File: src/rtl/bto_pkg.sv
package bto_pkg;

    // bit of the status byte that reflects the filtered panel button
    localparam int STATUS_SW_BIT = 1;

    // counter width for a terminal count of n (at least one bit)
    function automatic int cnt_width(input int n);
        return (n <= 2) ? 1 : $clog2(n);
    endfunction

endpackage

File: src/rtl/bto_timer.sv
module bto_timer
    import bto_pkg::*;
#(
    parameter int TIMEOUT_CYC = 5000
) (
    input  logic clk_i,
    input  logic rst_ni,
    input  logic cycle_start_i,
    input  logic ext_region_i,
    input  logic refresh_i,
    input  logic dev_ready_i,
    output logic fire_o,
    output logic armed_o
);
    localparam int CW = cnt_width(TIMEOUT_CYC);
    localparam logic [CW-1:0] LAST = CW'(TIMEOUT_CYC - 1);

    typedef struct packed {
        logic          armed;
        logic [CW-1:0] cnt;
        logic          fire;
    } tmr_t;

    tmr_t st_d, st_q;

    always_comb begin
        st_d      = st_q;
        st_d.fire = 1'b0;
        if (cycle_start_i) begin
            st_d.armed = ext_region_i;
            st_d.cnt   = '0;
        end else if (st_q.armed) begin
            if (dev_ready_i) begin
                st_d.armed = 1'b0;
                st_d.cnt   = '0;
            end else if (refresh_i) begin
                st_d.cnt = '0;
            end else if (st_q.cnt == LAST) begin
                st_d.armed = 1'b0;
                st_d.fire  = 1'b1;
                st_d.cnt   = '0;
            end else begin
                st_d.cnt = st_q.cnt + 1'b1;
            end
        end
    end

    always_ff @(posedge clk_i) begin
        if (!rst_ni) st_q <= '0;
        else         st_q <= st_d;
    end

    assign fire_o  = st_q.fire;
    assign armed_o = st_q.armed;
endmodule

File: src/rtl/bto_debounce.sv
module bto_debounce
    import bto_pkg::*;
#(
    parameter int DEBOUNCE_CYC = 100000
) (
    input  logic clk_i,
    input  logic rst_ni,
    input  logic raw_i,
    output logic level_o,
    output logic rise_o
);
    localparam int CW = cnt_width(DEBOUNCE_CYC);
    localparam logic [CW-1:0] LAST = CW'(DEBOUNCE_CYC - 1);

    typedef struct packed {
        logic          s1;
        logic          s2;
        logic          lvl;
        logic          rise;
        logic [CW-1:0] cnt;
    } deb_t;

    deb_t st_d, st_q;

    always_comb begin
        st_d      = st_q;
        st_d.s1   = raw_i;
        st_d.s2   = st_q.s1;
        st_d.rise = 1'b0;
        if (st_q.s2 != st_q.lvl) begin
            if (st_q.cnt == LAST) begin
                st_d.lvl  = st_q.s2;
                st_d.rise = st_q.s2;
                st_d.cnt  = '0;
            end else begin
                st_d.cnt = st_q.cnt + 1'b1;
            end
        end else begin
            st_d.cnt = '0;
        end
    end

    always_ff @(posedge clk_i) begin
        if (!rst_ni) st_q <= '0;
        else         st_q <= st_d;
    end

    assign level_o = st_q.lvl;
    assign rise_o  = st_q.rise;
endmodule

File: src/rtl/bto_nmi_pulse.sv
module bto_nmi_pulse
    import bto_pkg::*;
#(
    parameter int NMI_WIDTH = 16
) (
    input  logic clk_i,
    input  logic rst_ni,
    input  logic trig_i,
    output logic nmi_o
);
    localparam int CW = cnt_width(NMI_WIDTH + 1);
    localparam logic [CW-1:0] RELOAD = CW'(NMI_WIDTH - 1);

    typedef struct packed {
        logic [CW-1:0] left;
    } pls_t;

    pls_t st_d, st_q;

    always_comb begin
        st_d = st_q;
        if (trig_i)                st_d.left = RELOAD;
        else if (st_q.left != '0)  st_d.left = st_q.left - 1'b1;
    end

    always_ff @(posedge clk_i) begin
        if (!rst_ni) st_q <= '0;
        else         st_q <= st_d;
    end

    // the trigger cycle is the first clock of the pulse
    assign nmi_o = trig_i | (st_q.left != '0);
endmodule

File: src/rtl/bus_timeout_nmi.sv
module bus_timeout_nmi
    import bto_pkg::*;
#(
    parameter int          TIMEOUT_CYC  = 5000,
    parameter int          DEBOUNCE_CYC = 100000,
    parameter int          NMI_WIDTH    = 16,
    parameter int          ADDR_W       = 8,
    parameter logic [7:0]  STATUS_ADDR  = 8'h60
) (
    input  logic              clk_i,
    input  logic              rst_ni,
    input  logic              cycle_start_i,
    input  logic              ext_region_i,
    input  logic              refresh_i,
    input  logic              dev_ready_i,
    input  logic              panel_sw_i,
    input  logic [ADDR_W-1:0] io_addr_i,
    output logic              ready_o,
    output logic              nmi_o,
    output logic [7:0]        rd_data_o
);
    logic tmo_fire, tmo_armed, sw_level, sw_rise, stat_sel;

    bto_timer #(.TIMEOUT_CYC(TIMEOUT_CYC)) u_timer (
        .clk_i, .rst_ni,
        .cycle_start_i, .ext_region_i, .refresh_i, .dev_ready_i,
        .fire_o (tmo_fire),
        .armed_o(tmo_armed)
    );

    bto_debounce #(.DEBOUNCE_CYC(DEBOUNCE_CYC)) u_deb (
        .clk_i, .rst_ni,
        .raw_i  (panel_sw_i),
        .level_o(sw_level),
        .rise_o (sw_rise)
    );

    bto_nmi_pulse #(.NMI_WIDTH(NMI_WIDTH)) u_nmi (
        .clk_i, .rst_ni,
        .trig_i(tmo_fire | sw_rise),
        .nmi_o
    );

    assign ready_o  = dev_ready_i | tmo_fire;
    assign stat_sel = (io_addr_i == ADDR_W'(STATUS_ADDR));

    always_comb begin
        rd_data_o = '0;
        if (stat_sel) rd_data_o[STATUS_SW_BIT] = sw_level;
    end
endmodule

File: config.mk
export PLATFORM = sky130hd
export DESIGN_NAME = bus_timeout_nmi
export DESIGN_NICKNAME = d
export VERILOG_FILES = /design/src/rtl/bto_pkg.sv /design/src/rtl/bto_timer.sv /design/src/rtl/bto_debounce.sv /design/src/rtl/bto_nmi_pulse.sv /design/src/rtl/bus_timeout_nmi.sv
export SDC_FILE = /design/constraint.sdc
export NUM_CORES = 1
export LEC_CHECK = 0
export CAP_MARGIN = 5
export CELL_PAD_IN_SITES_DETAIL_PLACEMENT = 0
export CELL_PAD_IN_SITES_GLOBAL_PLACEMENT = 1
export CORE_UTILIZATION = 45
export CTS_CLUSTER_SIZE = 24
export DETAILED_ROUTE_END_ITERATION = 8
export PLACE_DENSITY = 0.9
export SYNTH_ARGS = -nofsm -noshare
export SYNTH_HDL_FRONTEND = slang
export SYNTH_SLANG_ARGS = --single-unit
File: constraint.sdc
create_clock -name clk_i -period 4.2 [get_ports clk_i]
set_clock_uncertainty 0.15 [all_clocks]
set_input_delay 0.63 -clock clk_i [delete_from_list [all_inputs] [get_ports clk_i]]
set_output_delay 0.63 -clock clk_i [all_outputs]
set_load 0.01 [all_outputs]
---- After elaboration in Yosys (flattened, before gate mapping) ----
Index checks and enable logic that the tools add are counted.
Widths: inputs -> output; s select.
storage, ports and cells
  bits in registers ....................... 41
  input bits .............................. 15
  logic and storage cells ................. 44
operators by class
  $add $sub $neg .......................... 3
  equality and inequality tests ........... 4
  mux-type cells .......................... 13
  bitwise operators ....................... 6
  reduce and logical (&&, ||, !) cells .... 8
operators with widths
  kind                   count
  $mux 14                2
  $mux 13                2
  $add 17x1->17 const B  1
  $eq 17x17->1 const B   1
  $mux 15                1
  $add 13x1->13 const B  1
  $eq 13x13->1 const B   1
  $eq 8x7->1 const B     1
  $mux 4                 2
  $mux 1                 6
  $reduce_bool 5->1      1
  $reduce_or 5->1        1
  $sub 5x1->5 const B    1
  $reduce_or 2->1        2
  $not 1->1              3
  $or 1x1->1             3
  $reduce_and 3->1       1
  $reduce_or 3->1        1
  $reduce_and 2->1       1
  $reduce_bool 2->1      1
  $ne 1x1->1             1

---- Longest topological paths before layout ----
  depth after elaboration ................. 6
  mapped depth ............................ 6
  depth with buffers taken out ............ 6

---- Cells and area by module ----
From an unflattened synthesis, not the netlist that was laid out.
second synthesis, totals
  cells, all modules ...................... 230
  area total of the unflattened synthesis .. 2153.3 µm²
by module, submodules not included
  module           instances  cells an instance  area each (µm²)
  bto_debounce     1          94                 927.1
  bto_timer        1          95                 845.8
  bto_nmi_pulse    1          28                 284.0
  bus_timeout_nmi  1          13                 96.3

---- Worst setup path before layout ----
Ideal clock, no wire load.
  path kind ............................... register to output
  from .................................... register u_nmi.st_q[0] in the netlist's numbering
  to ...................................... output nmi_o
  arrival time ............................ 1.343 ns
  required time ........................... 3.420 ns
  slack ................................... 2.077 ns
  cell stages (with the launch flop) ...... 5
  path through ............................ dfxtp_1 -> inv_1 -> ha_1 -> nor4b_1 -> nand2_1
between the ends
  word-level cells in the longest chain between the ends .. 2
RTL lines
  item                      RTL line               RTL
  start: declaration        bto_nmi_pulse.sv:18    pls_t st_d, st_q;
  start signal: assignment  bto_nmi_pulse.sv:28    else st_q <= st_d;
  $reduce_bool 5->1         bto_nmi_pulse.sv:32    assign nmi_o = trig_i | (st_q.left != '0);
  $or 1x1->1                bto_nmi_pulse.sv:32
  end: declaration          bus_timeout_nmi.sv:19  output logic nmi_o,
No other way between the ends.

---- Worst setup path in the final report ----
  from .................................... input io_addr_i[4]
  to ...................................... output rd_data_o[1]
between the ends
  word-level cells in the longest chain between the ends .. 2
RTL lines
  item                RTL line               RTL
  start: declaration  bus_timeout_nmi.sv:17  input logic [ADDR_W-1:0] io_addr_i,
  $eq 8x7->1          bus_timeout_nmi.sv:45  assign stat_sel = (io_addr_i == ADDR_W'(STATUS_ADDR));
  $mux 1              bus_timeout_nmi.sv:49  if (stat_sel) rd_data_o[STATUS_SW_BIT] = sw_level;
  end: declaration    bus_timeout_nmi.sv:20  output logic [7:0] rd_data_o
No other way between the ends.

==> impl_metrics.csv <==
group,metric,value,unit
worst_setup_path,critPathMaxStageDelay,590,ps
drt,ant_nets,0,
power_and_ir_drop,p_seq_share,50.0,%
placed_design,gp_congestion,0.740,
drt,vias,1599,
yosys,synth_edf_count,0,
worst_setup_path,path_cells,"clkdlybuf4s50_1 -> nand4bb_1 -> nor4_1 -> clkdlybuf4s50_1",
timing,slew_headroom,57.6,%
power_and_ir_drop,sw_frac_of_total,26.9,%
yosys,yosys_warnings,0,
drt,drt_wl_total,3640,µm
yosys,synth_top_area_share,40.2,%
yosys,netlist_instances,226,
worst_setup_path,crit_fanout,1,
power_and_ir_drop,power_frac_comb,16.7,%
clocking,ctsResizeCount,0,
placed_design,dpl.cell_count,287,
floorplan,die-area,4810,µm²
power_and_ir_drop,pwr-share-clk,33.3,%
floorplan,fp.dieH,69.3,µm
worst_setup_path,path_buf_inv,2,
worst_setup_path,path_depth,4,
worst_setup_path,cpLargestDelayFamily,"buffers and inverters",
yosys,yosys_most_used_dff,"dfxtp_1",
finish,final_cells,295,
placed_design,dpl_cell_area,2210,µm²
clocking,post_cts_buffers,0,
worst_setup_path,start_kind,"primary input",
worst_setup_path,endpoint_kind,"output pin",
power_and_ir_drop,p_leak,0.000817,µW
worst_setup_path,rr_worst_depth,4,
finish,finish.instance_area,2310,µm²
global_route,grt_max_degree,20,
yosys,syn_area,2040,µm²
flow_run,cap_viol_max_count,0,
worst_setup_path,cp_data_required_time,3420,ps
clocking,cts_max_level,2,
clocking,cts_tree,"built",
clocking,clock-root-buffer,"clkbuf_8",
floorplan,die_w,69.3,µm
drt,first_pass_iters,4,
timing,hold_violations,0,
floorplan,io_pins,25,
timing,rsz0062_at_grt,"false",
power_and_ir_drop,power_density,359,nW/µm²
clocking,clk_latency,300,ps
finish,fin_nets,261,
power_and_ir_drop,p_switching,223,µW
yosys,async_flop_share,0,%
timing,period_needed,2800,ps
timing,worst_slew_pin_slew,635,ps
timing,whs,289,ps
drt,drcViolationCount,0,
yosys,seq_area_frac_synth,40.2,%
timing,max_freq,0.357,GHz
yosys,yosysTopAreaCell,"dfxtp_1",
drt,dr.first_iter.drc_count,109,
floorplan,rows,24,
finish,final_util,53.0,%
power_and_ir_drop,internal_power,606,µW
floorplan,start_util,46.8,%
global_route,grt_pass1_wl,6670,µm
worst_setup_path,crit_path_top_delay_cell,"clkdlybuf4s50_1",
global_route,grt_pass1_vias,1509,
finish,layout_commonest_cell,"dfxtp_1",
timing,min_period_over_period,66.6,%
timing,setup-violations-final,0,
outcome,status,"finished clean",
yosys,synthTopCellsByArea,"dfxtp_1 40%, xor2_1 5.6%, nand2_1 3.5%",
clocking,ctsLongestPathBuffers,2,
worst_setup_path,path_class,"in2out",
clocking,clkSinkCount,41,
placed_design,dp_hpwl,2640,µm
worst_setup_path,cp_common_cell,"clkdlybuf4s50_1",
drt,drt-vias-per-instance,5.42,
global_route,grt-ovfl-total,0,
yosys,ys_ff_latch,41,
worst_hold_path,hold_path.class,"reg2reg",
worst_hold_path,hold_depth,1,
power_and_ir_drop,vdd_drop_max,0.216,mV
finish,areaGrowthSynthToFinish,13.2,%
global_route,antenna_found_initial,0,
clocking,path_clk_slew,90,ps
yosys,syn_area_per_cell,9.02,µm²
timing,slew_violations,0,
global_route,track_usage,17.0,%
placed_design,port_buffers,17,
worst_setup_path,crit_arrival,2020,ps
clocking,cts_made_buffers,5,
finish,regArea,821,µm²
finish,mostFrequentLayoutCells,"41 x dfxtp_1, 19 x nand2_1, 17 x clkdlybuf4s50_1, 16 x nor2_1, 13 x xor2_1",
finish,multi_input_area,1130,µm²
yosys,synth.distinct_cells,49,
finish,antenna_cells,0,
drt,drt-wirelength-per-cell,12.3,µm
timing,tns,0,ps
finish,drive_above_1_share,8.64,%
floorplan,core,4350,µm²
finish,fill_cells,419,
clocking,cts_hold_buf,0,
## cell usage after synthesis (all sizes together), types with 3 or more instances
cell type / number
a21oi: 7
dfxtp: 41
nand2b: 3
o311ai: 4
or4: 5
and3: 6
nor4: 6
and4: 7
nand4: 6
nor4bb: 3
clkbuf: 6
nor3: 5
nor2: 16
inv: 5
and2: 4
buf: 9
nand3: 12
nand2: 19
nor3b: 7
xor2: 13
a21boi: 3
o21ai: 4
o21a: 6
ha: 4
## cells by family after synthesis
kind of cell,synth area share (%)
AOI/OAI and AO/OA,11.4
xor gates and xnor gates,6.44
adders and majority gates,2.45
buffers and inverters,5.40
DFF,40.2
muxes,1.04
other,0.184
and+or+nand+nor,32.8
## flip-flops by register name, indices dropped and copies added, names as in the netlist
name             count
u_deb.level_o        1
u_deb.rise_o         1
u_deb.st_d           1
u_deb.st_q          18
u_nmi.st_q           5
u_timer.armed_o      1
u_timer.fire_o       1
u_timer.st_q        13
## layer usage
| metal | global-route usage [%] | vias up | share of wire [%] |
|---|---|---|---|
| li1 | - | 840 | - |
| met1 | 21.7 | 739 | 49 |
| met2 | 27.1 | 13 | 46 |
| met3 | 4.07 | 7 | 2.4 |
| met4 | 7.94 | 0 | 2.1 |
| met5 | 0 | - | 0 |
## final cells by class
cell class	count	area share (%)
Multi-Input combinational cell	171	49.0
Inverter	5	0.813
Sequential cell	41	35.6
Timing Repair Buffer	18	7.70
Clock buffer	5	2.98
Tap cell	52	2.82
Clock inverter	3	1.14
## final timing paths
kind                                 startpoint          endpoint  slack [ps]
worst min-delay path             u_deb.st_d[19]    u_deb.st_q[19]         290
worst max register to register  u_timer.st_q[4]  u_timer.st_q[12]        2000
worst max-delay path               io_addr_i[4]      rd_data_o[1]        1400
worst min register to register   u_deb.st_d[19]    u_deb.st_q[19]         290
## metrics by stage
step           power (µW)  setup WS, ps
2_1_floorplan         514          2080
3_3_place_gp          560          1200
3_5_place_dp          564          1160
4_1_cts               841          1380
5_1_grt               874          1260
6_report              829          1400
## power by group through the flow
stage               sequential [µW]  combinational, µW  clock (µW)
finish                          415                139         276
floorplan                       421               93.4           0
global route                    417                158         298
global placement                423                137           0
detailed placement              424                140           0
CTS                             415                140         286
Note: power is estimated with default switching activity, not from simulation.
